[src/rtl/tsc_seq_pkg.sv]
package tsc_seq_pkg;

  typedef enum logic [1:0] {ST_IDLE, ST_WAIT, ST_CONV} seq_state_e;

  localparam logic [7:0] CMD_START = 8'hAE;
  localparam logic [7:0] CMD_READ  = 8'hAF;

  // number of channels in a scan list (0 for the reserved code)
  function automatic logic [2:0] seq_len(input logic [2:0] mode);
    case (mode)
      3'd0:    return 3'd4;
      3'd1:    return 3'd2;
      3'd4:    return 3'd2;
      3'd5:    return 3'd2;
      3'd2,
      3'd3,
      3'd6:    return 3'd1;
      default: return 3'd0;
    endcase
  endfunction

  // channel code of list entry idx
  function automatic logic [2:0] seq_chan(input logic [2:0] mode, input logic [1:0] idx);
    case (mode)
      3'd0, 3'd1: return {1'b0, idx};
      3'd3:       return 3'd1;
      3'd4:       return {1'b0, idx} + 3'd2;
      3'd5:       return {1'b0, idx} + 3'd4;
      3'd6:       return 3'd6;
      default:    return 3'd0;
    endcase
  endfunction

  // settling interval in microseconds
  function automatic int unsigned ival_us(input logic [2:0] code);
    case (code)
      3'd0:    return 0;
      3'd1:    return 5;
      3'd2:    return 10;
      3'd3:    return 20;
      3'd4:    return 50;
      3'd5:    return 100;
      3'd6:    return 200;
      default: return 500;
    endcase
  endfunction

endpackage

[src/rtl/seq_down_timer.sv]
module seq_down_timer #(
  parameter int W = 8
) (
  input  logic         clk,
  input  logic         rst_n,
  input  logic         load,
  input  logic [W-1:0] val,
  output logic         busy
);
  logic [W-1:0] cnt;

  always_ff @(posedge clk or negedge rst_n) begin
    if (!rst_n)          cnt <= '0;
    else if (load)       cnt <= val;
    else if (cnt != '0)  cnt <= cnt - W'(1);
  end

  assign busy = (cnt != '0);
endmodule

[src/rtl/seq_median_filter.sv]
module seq_median_filter #(
  parameter int DW = 12,
  parameter int N  = 6
) (
  input  logic          clk,
  input  logic          rst_n,
  input  logic          smp,
  input  logic          first,
  input  logic [DW-1:0] din,
  output logic [DW-1:0] result
);
  // N - 2 must be a power of two so that the mean is a shift
  localparam int SW = DW + $clog2(N + 1);
  localparam int SH = $clog2(N - 2);

  logic [SW-1:0] sum_q, sum_n;
  logic [DW-1:0] mn_q, mn_n, mx_q, mx_n;

  function automatic logic [DW-1:0] trim_mean(input logic [SW-1:0] s,
                                               input logic [DW-1:0] lo,
                                               input logic [DW-1:0] hi);
    logic [SW-1:0] t;
    t = s - SW'(lo) - SW'(hi);
    return DW'(t >> SH);
  endfunction

  always_comb begin
    sum_n  = first ? SW'(din) : sum_q + SW'(din);
    mn_n   = (first || din < mn_q) ? din : mn_q;
    mx_n   = (first || din > mx_q) ? din : mx_q;
    result = trim_mean(sum_n, mn_n, mx_n);
  end

  always_ff @(posedge clk or negedge rst_n) begin
    if (!rst_n) begin
      sum_q <= '0;
      mn_q  <= '0;
      mx_q  <= '0;
    end else if (smp) begin
      sum_q <= sum_n;
      mn_q  <= mn_n;
      mx_q  <= mx_n;
    end
  end
endmodule

[src/rtl/seq_result_store.sv]
module seq_result_store #(
  parameter int DW    = 12,
  parameter int DEPTH = 4
) (
  input  logic          clk,
  input  logic          rst_n,
  input  logic          clr,
  input  logic          wr,
  input  logic [DW-1:0] wdata,
  input  logic          rd_rst,
  input  logic          pop,
  output logic [DW-1:0] rd_data,
  output logic          has_data
);
  localparam int PW = $clog2(DEPTH + 1);
  localparam int IW = $clog2(DEPTH);

  logic [DW-1:0] mem [DEPTH];
  logic [PW-1:0] cnt, ptr;

  always_ff @(posedge clk or negedge rst_n) begin
    if (!rst_n) begin
      cnt     <= '0;
      ptr     <= '0;
      rd_data <= '0;
    end else if (clr) begin
      cnt <= '0;
      ptr <= '0;
    end else begin
      if (wr && cnt < PW'(DEPTH)) begin
        mem[cnt[IW-1:0]] <= wdata;
        cnt              <= cnt + PW'(1);
      end
      if (rd_rst) begin
        ptr <= '0;
      end else if (pop) begin
        if (ptr < cnt) begin
          rd_data <= mem[ptr[IW-1:0]];
          ptr     <= ptr + PW'(1);
          if (ptr == cnt - PW'(1)) cnt <= '0;
        end else begin
          rd_data <= '0;
        end
      end
    end
  end

  assign has_data = (cnt != '0);
endmodule

[src/rtl/tsc_seq_ctrl.sv]
module tsc_seq_ctrl
  import tsc_seq_pkg::*;
#(
  parameter int DW         = 12,
  parameter int N_CONV     = 6,
  parameter int STEP_CYC   = 20,
  parameter int CLK_PER_US = 4,
  parameter int DEPTH      = 4
) (
  input  logic          clk,
  input  logic          rst_n,
  input  logic          cmd_valid,
  input  logic [7:0]    cmd_byte,
  input  logic [2:0]    seq_mode,
  input  logic [2:0]    ival_code,
  input  logic          rd_pop,
  output logic [DW-1:0] rd_data,
  input  logic [DW-1:0] adc_data,
  output logic          adc_trk,
  output logic          adc_smp,
  output logic [2:0]    adc_chan,
  output logic          drv_en,
  output logic          osc_en,
  input  logic          pen_touch,
  output logic          pen_irq_n,
  output logic [1:0]    status
);
  localparam int TW       = $clog2(500 * CLK_PER_US + 1);
  localparam int HOLD_CYC = (28 * CLK_PER_US + 9) / 10;
  localparam int SCW      = $clog2(STEP_CYC);
  localparam int CW       = $clog2(N_CONV);

  function automatic logic [TW-1:0] wait_cycles(input logic [2:0] code);
    return TW'(ival_us(code) * CLK_PER_US);
  endfunction

  seq_state_e     state;
  logic [2:0]     mode_q, ival_q;
  logic [1:0]     axis;
  logic [CW-1:0]  conv_idx;
  logic [SCW-1:0] step;

  // named events
  logic [2:0]    len_start, len_run;
  logic [TW-1:0] wait_start, wait_run;
  logic start_acc, read_cmd, smp_ev, axis_done, last_axis, scan_end;
  logic tmr_load, tmr_busy, hold_nz;
  logic [TW-1:0] tmr_val;
  logic [DW-1:0] filt_res;
  logic store_has;

  assign len_start  = seq_len(seq_mode);
  assign len_run    = seq_len(mode_q);
  assign wait_start = wait_cycles(ival_code);
  assign wait_run   = wait_cycles(ival_q);

  assign start_acc = cmd_valid && cmd_byte == CMD_START && state == ST_IDLE;
  assign read_cmd  = cmd_valid && cmd_byte == CMD_READ;
  assign smp_ev    = state == ST_CONV && step == SCW'(STEP_CYC - 1);
  assign axis_done = smp_ev && conv_idx == CW'(N_CONV - 1);
  assign last_axis = ({1'b0, axis} + 3'd1) == len_run;
  assign scan_end  = axis_done && last_axis;

  assign tmr_load = (start_acc && len_start != 3'd0 && wait_start != '0) ||
                    (axis_done && !last_axis && wait_run != '0);
  assign tmr_val  = start_acc ? wait_start - TW'(1) : wait_run - TW'(1);

  seq_down_timer #(.W(TW)) u_settle (
    .clk(clk), .rst_n(rst_n), .load(tmr_load), .val(tmr_val), .busy(tmr_busy)
  );

  seq_down_timer #(.W(TW)) u_hold (
    .clk(clk), .rst_n(rst_n), .load(scan_end), .val(TW'(HOLD_CYC)), .busy(hold_nz)
  );

  seq_median_filter #(.DW(DW), .N(N_CONV)) u_filt (
    .clk(clk), .rst_n(rst_n), .smp(smp_ev), .first(conv_idx == '0),
    .din(adc_data), .result(filt_res)
  );

  seq_result_store #(.DW(DW), .DEPTH(DEPTH)) u_store (
    .clk(clk), .rst_n(rst_n), .clr(start_acc), .wr(axis_done), .wdata(filt_res),
    .rd_rst(read_cmd), .pop(rd_pop), .rd_data(rd_data), .has_data(store_has)
  );

  always_ff @(posedge clk or negedge rst_n) begin
    if (!rst_n) begin
      state    <= ST_IDLE;
      mode_q   <= '0;
      ival_q   <= '0;
      axis     <= '0;
      conv_idx <= '0;
      step     <= '0;
    end else begin
      case (state)
        ST_IDLE: if (start_acc) begin
          mode_q   <= seq_mode;
          ival_q   <= ival_code;
          axis     <= '0;
          conv_idx <= '0;
          step     <= '0;
          if (len_start != 3'd0)
            state <= (wait_start == '0) ? ST_CONV : ST_WAIT;
        end
        ST_WAIT: if (!tmr_busy) begin
          state <= ST_CONV;
          step  <= '0;
        end
        ST_CONV: if (smp_ev) begin
          step <= '0;
          if (axis_done) begin
            conv_idx <= '0;
            if (last_axis) begin
              state <= ST_IDLE;
            end else begin
              axis  <= axis + 2'd1;
              state <= (wait_run == '0) ? ST_CONV : ST_WAIT;
            end
          end else begin
            conv_idx <= conv_idx + CW'(1);
          end
        end else begin
          step <= step + SCW'(1);
        end
        default: state <= ST_IDLE;
      endcase
    end
  end

  always_comb begin
    case (state)
      ST_WAIT: status = 2'b01;
      ST_CONV: status = 2'b10;
      default: status = store_has ? 2'b11 : 2'b00;
    endcase
  end

  assign adc_trk   = state == ST_CONV;
  assign adc_smp   = smp_ev;
  assign adc_chan  = seq_chan(mode_q, axis);
  assign drv_en    = state != ST_IDLE && adc_chan < 3'd4;
  assign osc_en    = state != ST_IDLE || hold_nz;
  assign pen_irq_n = (state != ST_IDLE) ? 1'b0 : (hold_nz ? 1'b1 : !pen_touch);

endmodule

[config.mk]
export PLATFORM = sky130hd
export DESIGN_NAME = tsc_seq_ctrl
export DESIGN_NICKNAME = d
export VERILOG_FILES = /design/src/rtl/tsc_seq_pkg.sv /design/src/rtl/seq_down_timer.sv /design/src/rtl/seq_median_filter.sv /design/src/rtl/seq_result_store.sv /design/src/rtl/tsc_seq_ctrl.sv
export SDC_FILE = /design/constraint.sdc
export NUM_CORES = 1
export LEC_CHECK = 0
export CELL_PAD_IN_SITES_DETAIL_PLACEMENT = 0
export CELL_PAD_IN_SITES_GLOBAL_PLACEMENT = 1
export CORE_MARGIN = 2
export CORE_UTILIZATION = 43
export DETAILED_ROUTE_END_ITERATION = 8
export PLACE_DENSITY_LB_ADDON = 0.1
export SYNTH_ARGS = -nofsm -noshare
export SYNTH_HDL_FRONTEND = slang
export SYNTH_SLANG_ARGS = --single-unit
[constraint.sdc]
create_clock -name clk -period 4.3 [get_ports clk]
set_input_delay 0.43 -clock clk [delete_from_list [all_inputs] [get_ports clk]]
set_output_delay 0.43 -clock clk [all_outputs]
set_load 0.01 [all_outputs]
; Word level (Yosys, flattened, before mapping)
; Memories as Yosys holds them, arrays and structs flattened.
; Index checks and enable logic that the tools add are counted.
[word_totals]
regBits = 97
ramBits = 48
in_bits = 31
out_inout_bits = 22
wordCells = 181
n_memories = 1
[op_classes]
add_sub_neg = 16
order_cmp = 5
eq_ne = 38
muxes = 53
bitwise_logic = 2
reduce_logical = 52
[mem_list]
columns = memory, words, width, read_ports, rd_clocked_by_memory_dff, write_ports, line
row1 = u_store.mem, 4, 12, 1, 0, 1, seq_result_store.sv:18  ; logic [DW-1:0] mem [DEPTH];
[op_table]
columns = operator, count
row1 = $pmux 9 s7, 2
row2 = $mux 11, 5
row3 = $reduce_bool 11->1, 4
row4 = $sub 11x1->11 const B, 4
row5 = $eq 3x3->1 const B, 13
row6 = $mux 3, 13
row7 = $mux 12, 3
row8 = $sub 14x12->14, 2
row9 = $mux 2, 13
row10 = $eq 3x2->1 const B, 8
row11 = $logic_not 11->1, 2
row12 = $pmux 3 s3, 2
row13 = $eq 8x8->1 const B, 2
row14 = $add 15x12->15, 1
row15 = $logic_not 3->1, 5
row16 = $mux 15, 1
row17 = $mux 5, 3
row18 = $pmux 3 s5, 1
row19 = $pmux 5 s3, 1
row20 = $reduce_bool 3->1, 5
row21 = $logic_and 1x1->1, 13
row22 = $eq 3x1->1 const B, 4
row23 = $gt 12x12->1, 1
row24 = $lt 12x12->1, 1
row25 = 29 further kinds, 57

; Logic depth before layout (Yosys ltp)
[depth]
word_depth = 10
depth_mapped = 20
depth_no_buf = 19

; Modules after synthesis
; From an unflattened synthesis, not the netlist that was laid out.
[hier_totals]
hier_cells = 881
hier_area_um2 = 9500.4
[modules_own_cells]
columns = mod, instances, cells_per_inst, area_each_um2, seq_area_each_um2
row1 = seq_median_filter, 1, 414, 3853.7, 950.9
row2 = seq_result_store, 1, 145, 2713.9, 1891.8
row3 = tsc_seq_ctrl, 1, 204, 1676.6, 450.4
row4 = seq_down_timer, 2, 59, 628.1, 275.3

; Worst setup path after synthesis
; Ideal clock, no wire load.
[synth_path]
kind = input -> register
startpoint = in adc_data[9]
endpoint = mem u_store.mem[0][11], data pin
setup_ps = 279
arrival_ps = 4221
required_ps = 4021
path_slack_ps = -200
stages = 18
n_path_buf = 1
path_cell_list = ha_1 > a21o_1 > a21o_1 > a21oi_1 > nand2_1 > o21ai_0 > nand2_1 > buf_1 > mux2i_1 > fa_1 > ha_1 > and4b_1 > a311oi_2 > a21oi_1 > nand3_1 > a31oi_1 > a221oi_1 > xnor2_1
[synth_between]
elab_chain_cells = 5
elab_cells_between_ends = 10
cone_classes = 3 x add/sub / 2 x order compare / 3 x mux / 2 x reduce/logical
[synth_lines]
columns = element, line
row1 = from (decl), tsc_seq_ctrl.sv:18  ; input logic [DW-1:0] adc_data,
row2 = $lt 12x12->1, seq_median_filter.sv:29  ; mn_n = (first || din < mn_q) ? din : mn_q;
row3 = $logic_or 1x1->1, seq_median_filter.sv:29
row4 = $mux 12, seq_median_filter.sv:29
row5 = $sub 14x12->14, seq_median_filter.sv:23  ; t = s - SW'(lo) - SW'(hi);
row6 = $sub 14x12->14 (*), seq_median_filter.sv:23
row7 = named net filt_res[11], tsc_seq_ctrl.sv:49  ; logic [DW-1:0] filt_res;
row8 = to (decl), seq_result_store.sv:18
; The timed path passes the listed nets; every way through them passes the cells marked *.

; Final worst setup path
[layout_path]
startpoint = reg u_filt.mx_q[9]
endpoint = mem u_store.mem[2][10], data pin
[layout_between]
elab_chain_cells = 4
[layout_lines]
columns = element, line
row1 = from (decl), seq_median_filter.sv:17  ; logic [DW-1:0] mn_q, mn_n, mx_q, mx_n;
row2 = from (signal assigned), seq_median_filter.sv:42  ; mx_q <= mx_n;
row3 = $gt 12x12->1, seq_median_filter.sv:30  ; mx_n = (first || din > mx_q) ? din : mx_q;
row4 = $logic_or 1x1->1, seq_median_filter.sv:30
row5 = $mux 12, seq_median_filter.sv:30
row6 = named net u_filt.mx_n[2], seq_median_filter.sv:17
row7 = $sub 14x12->14, seq_median_filter.sv:23
row8 = named net filt_res[10], tsc_seq_ctrl.sv:49
; The timed path passes the listed nets, and every way through them passes these cells.

==> summary.md <==
| Metric | Value |
|---|---|
| Input/output buffers | `52` |
| CORE AREA | `roughly 0.022 sq mm` |
| Synth Flop Type | `dfrtp_1` |
| GR Overflow Total | `0` |
| Area growth, synth to finish | `28.9%` |
| Cell breakdown of the critical path | `inv_2 -> ha_4 -> a21o_1 -> a21o_1 -> a21oi_2 -> nand2_1 -> o21ai_2 -> buf_6 -> nand2_8 -> mux2i_2 -> fa_1 -> inv_2 -> ha_4 -> o21a_1 -> o21ai_1 -> a21oi_1 -> buf_4 -> o21ai_4 -> a21oi_2 -> mux2i_1 -> o2111ai_2` |
| Syn_nets | `1073` |
| Crit end category | `register` |
| Slew HR | `49.7%` |
| Reg clk slew, reported paths | `70 ps` |
| Post-synthesis sequential area ratio | `between 40% and 50%` |
| Hold Path Class | `in2reg` |
| Area after DPL | `0.0110 sq mm` |
| Clk_lat worst skew | `430 ps` |
| Arr. time, crit path | `4290 ps` |
| Largest net degree at the start of global routing | `39` |
| Req. time, crit path | `approximately 4400 ps` |
| Area leader, netlist | `dfrtp_1` |
| First-pass GRT wire length | `36.8 mm` |
| Most numerous cell in the Yosys netlist | `nand2_1` |
| Via count | `7357` |
| Die area | `0.0230 sq mm` |
| Slew at the pin closest to its max-slew limit | `748 ps` |
| Initial DRC Count | `329` |
| H-tree lvl count | `4` |
| Tcrit/Tclk final | `about 97%` |
| Post-route setup TNS | `0 ps` |
| Buf+Inv Stages, Crit Path | `4` |
| RSZ-0062 raised after global routing | `true` |
| Final slew viol count | `0` |
| Power Density | `952 mW/mm^2` |
| EDFF count, synth | `48` |
| Tmin final | `4150 ps` |
| Max Buffers Root-to-Sink | `2` |
| Footprint of the multi-input gates | `0.00552 sq mm` |
| Startpoint Class | `register` |
| Delay-heaviest family, CP | `compound AO/OA/AOI/OAI gates` |
| Gpl congestion | `0.795` |
| Post-DP HPWL | `16.3 mm` |
| Detail Route Antenna Nets | `0` |
| CP peak stage delay | `520 ps` |
| Die height | `152 um` |
| Vias in the first global route | `7135` |
| Max_cap viols | `0` |
| Die width | `152 um` |
| Drt pass-1 iters | `4` |
| LEAKAGE | `around 5.3 nW` |
| Status | `completed` |
| Setup-failing EPs final | `0` |
| Root buf cell | `clkbuf_16` |
| Initial antenna violation count | `0` |
| Final-layout fill cell count | `~2000` |
| Row cnt | `54` |
| Fmax | `~0.24 GHz` |
| Type of the worst setup path | `reg2reg` |
| Top-area cell type share of the netlist area | `25.6%` |
| Share of cells above drive strength 1 | `22.8%` |
| Peak supply drop | `0.625 mV` |
| Inserted Clock Buffers | `17` |
| Yosys reg bits | `about 140` |
| Initial core utilization | `43.4%` |
| Slowest cell on crit path | `fa_1` |
| Residual DRC | `0` |
| Final hold viol count | `0` |
| Final Cell Area | `0.0121 sq mm` |
| Avg WL per Cell | `16.1 um` |
| TritonCTS clock tree | `done` |
| Critical-path maximum fanout | `5` |
| Register Area | `0.00384 sq mm` |
| GR Util All Layers | `20.5%` |
| Num Clock Sinks | `144` |
| Post-synth cell types | `60` |
| Vias per Instance | `5.22` |
| Worst Clk Skew | `14.6 ps` |
| Synthesized area per cell | `9.79 sq um` |
| Asr flop ratio synth | `66.7%` |
| Ys Warns | `0` |
| Top cells by area, synth | `dfrtp_1 (26%), edfxtp_1 (15%), ha_1 (9.6%)` |
| Setup WS pre-CTS | `-906 ps` |
| Nets | `about 1200` |
| Ports | `53` |
| Mapped cell area | `0.00938 sq mm` |
| Synth top cells by count | `nand2_1 (115), dfrtp_1 (96), inv_1 (78)` |
| Drt total wl | `22.7 mm` |
| Mapped Cells | `958` |
| Antenna cells | `0` |
| Final WS setup | `145 ps` |
cells in the final DEF (no fill, tap or decap), types with 7 or more instances in the layout:
cell	instances
and3_1	8
mux2i_1	25
a21o_1	16
nand2b_1	22
mux2_2	26
a31oi_1	8
a21oi_1	43
and4_1	9
o21ai_1	7
clkbuf_16	17
nand4_1	7
xnor2_1	26
inv_1	74
or3_1	11
buf_4	112
nor2b_1	10
nor3_2	7
and2_1	8
o21a_1	7
ha_4	8
nor2_1	52
ha_1	62
buf_6	8
xor2_1	8
nand3_1	25
o21ai_0	51
fa_1	10
edfxtp_1	48
dfrtp_1	96
nand2_1	114
mux4_2	12
nor3_1	23
clkdlybuf4s50_1	43
repair_timing:
item                                   4_1_cts  5_1_grt
pin swaps                                   12       40
buffers inserted                             0        7
setup endpoints to repair                   32       32
hold buffers                                 1        0
gates cloned                                 0        1
endpoints found under the hold margin       26        0
gates resized for setup                     32       63
final timing paths:
kind,start,end,slack [ps],cells after the start
setup / recovery,u_filt.mx_q[9],u_store.mem[2][10],150,21
hold / removal,adc_data[0],u_filt.mx_q[0],430,3
setup reg to reg,u_filt.mx_q[9],u_store.mem[2][10],150,21
hold reg to reg,u_store.rd_data[7],u_store.rd_data[7],470,2
max in group asynchronous,rst_n,u_filt.sum_q[5],2900,3
min in group asynchronous,rst_n,u_filt.sum_q[13],490,2
power breakdown:
group	switching [mW]	total [mW]	internal [mW]
Clock	0.637	1.57	0.928
Sequential	0.246	2.67	2.43
Combinational	3.68	7.27	3.59
Total	4.56	11.5	6.95
through the flow:
| stage | hold slack, ps | util, % | std cells | power, mW |
|---|---|---|---|---|
| finish | 429 | 55.9 | 1410 | 11.5 |
| global route | 436 | 55.9 | 1410 | 12.4 |
| CTS | 484 | 54.3 | 1402 | 10.8 |
| detailed placement | 409 | 50.7 | 1369 | 8.68 |
| global placement | 416 | 50.7 | 1369 | 8.60 |
| floorplan | 134 | - | 958 | 6.25 |
metal layers:
metal | vias to the layer above | GRT usage, % | share of wire, %
li1 | 3732 | - | -
met1 | 3522 | 30.4 | 51
met2 | 92 | 31.6 | 45
met3 | 11 | 3.11 | 3.0
met4 | 0 | 5.19 | 0.68
met5 | - | 0 | 0
flip-flops by register name, summed over array words and instances (netlist names), 5 cells and up:
name	flops
u_filt.sum_q	14
u_filt.mn_q	12
u_store.mem	48
u_hold.cnt	11
step	5
u_filt.mx_q	12
u_store.rd_data	12
u_settle.cnt	11
logic make-up after synthesis:
kind of cell | after synthesis | synth area share (%)
muxes | 67 | 9.10
xor gates and xnor gates | 39 | 3.64
AOI/OAI and AO/OA | 193 | 12.9
DFF | 144 | 41.0
and+or+nand+nor | 320 | 16.7
adders and majority gates | 84 | 12.2
buffers and inverters | 111 | 4.48
worst min-delay path, stage by stage:
cell and delay (ps):
dlymetal6s2s_1 120, buf_6 130, mux2_2 140
cell type report:
type	count	area share, %
clock inverter	13	1.45
inverter	78	2.42
timing repair buffer	173	12.2
sequential	144	31.8
multi-input combinational	703	45.6
tap	280	2.90
clock buffer	19	3.58
Power figures use the tool's default switching activity.
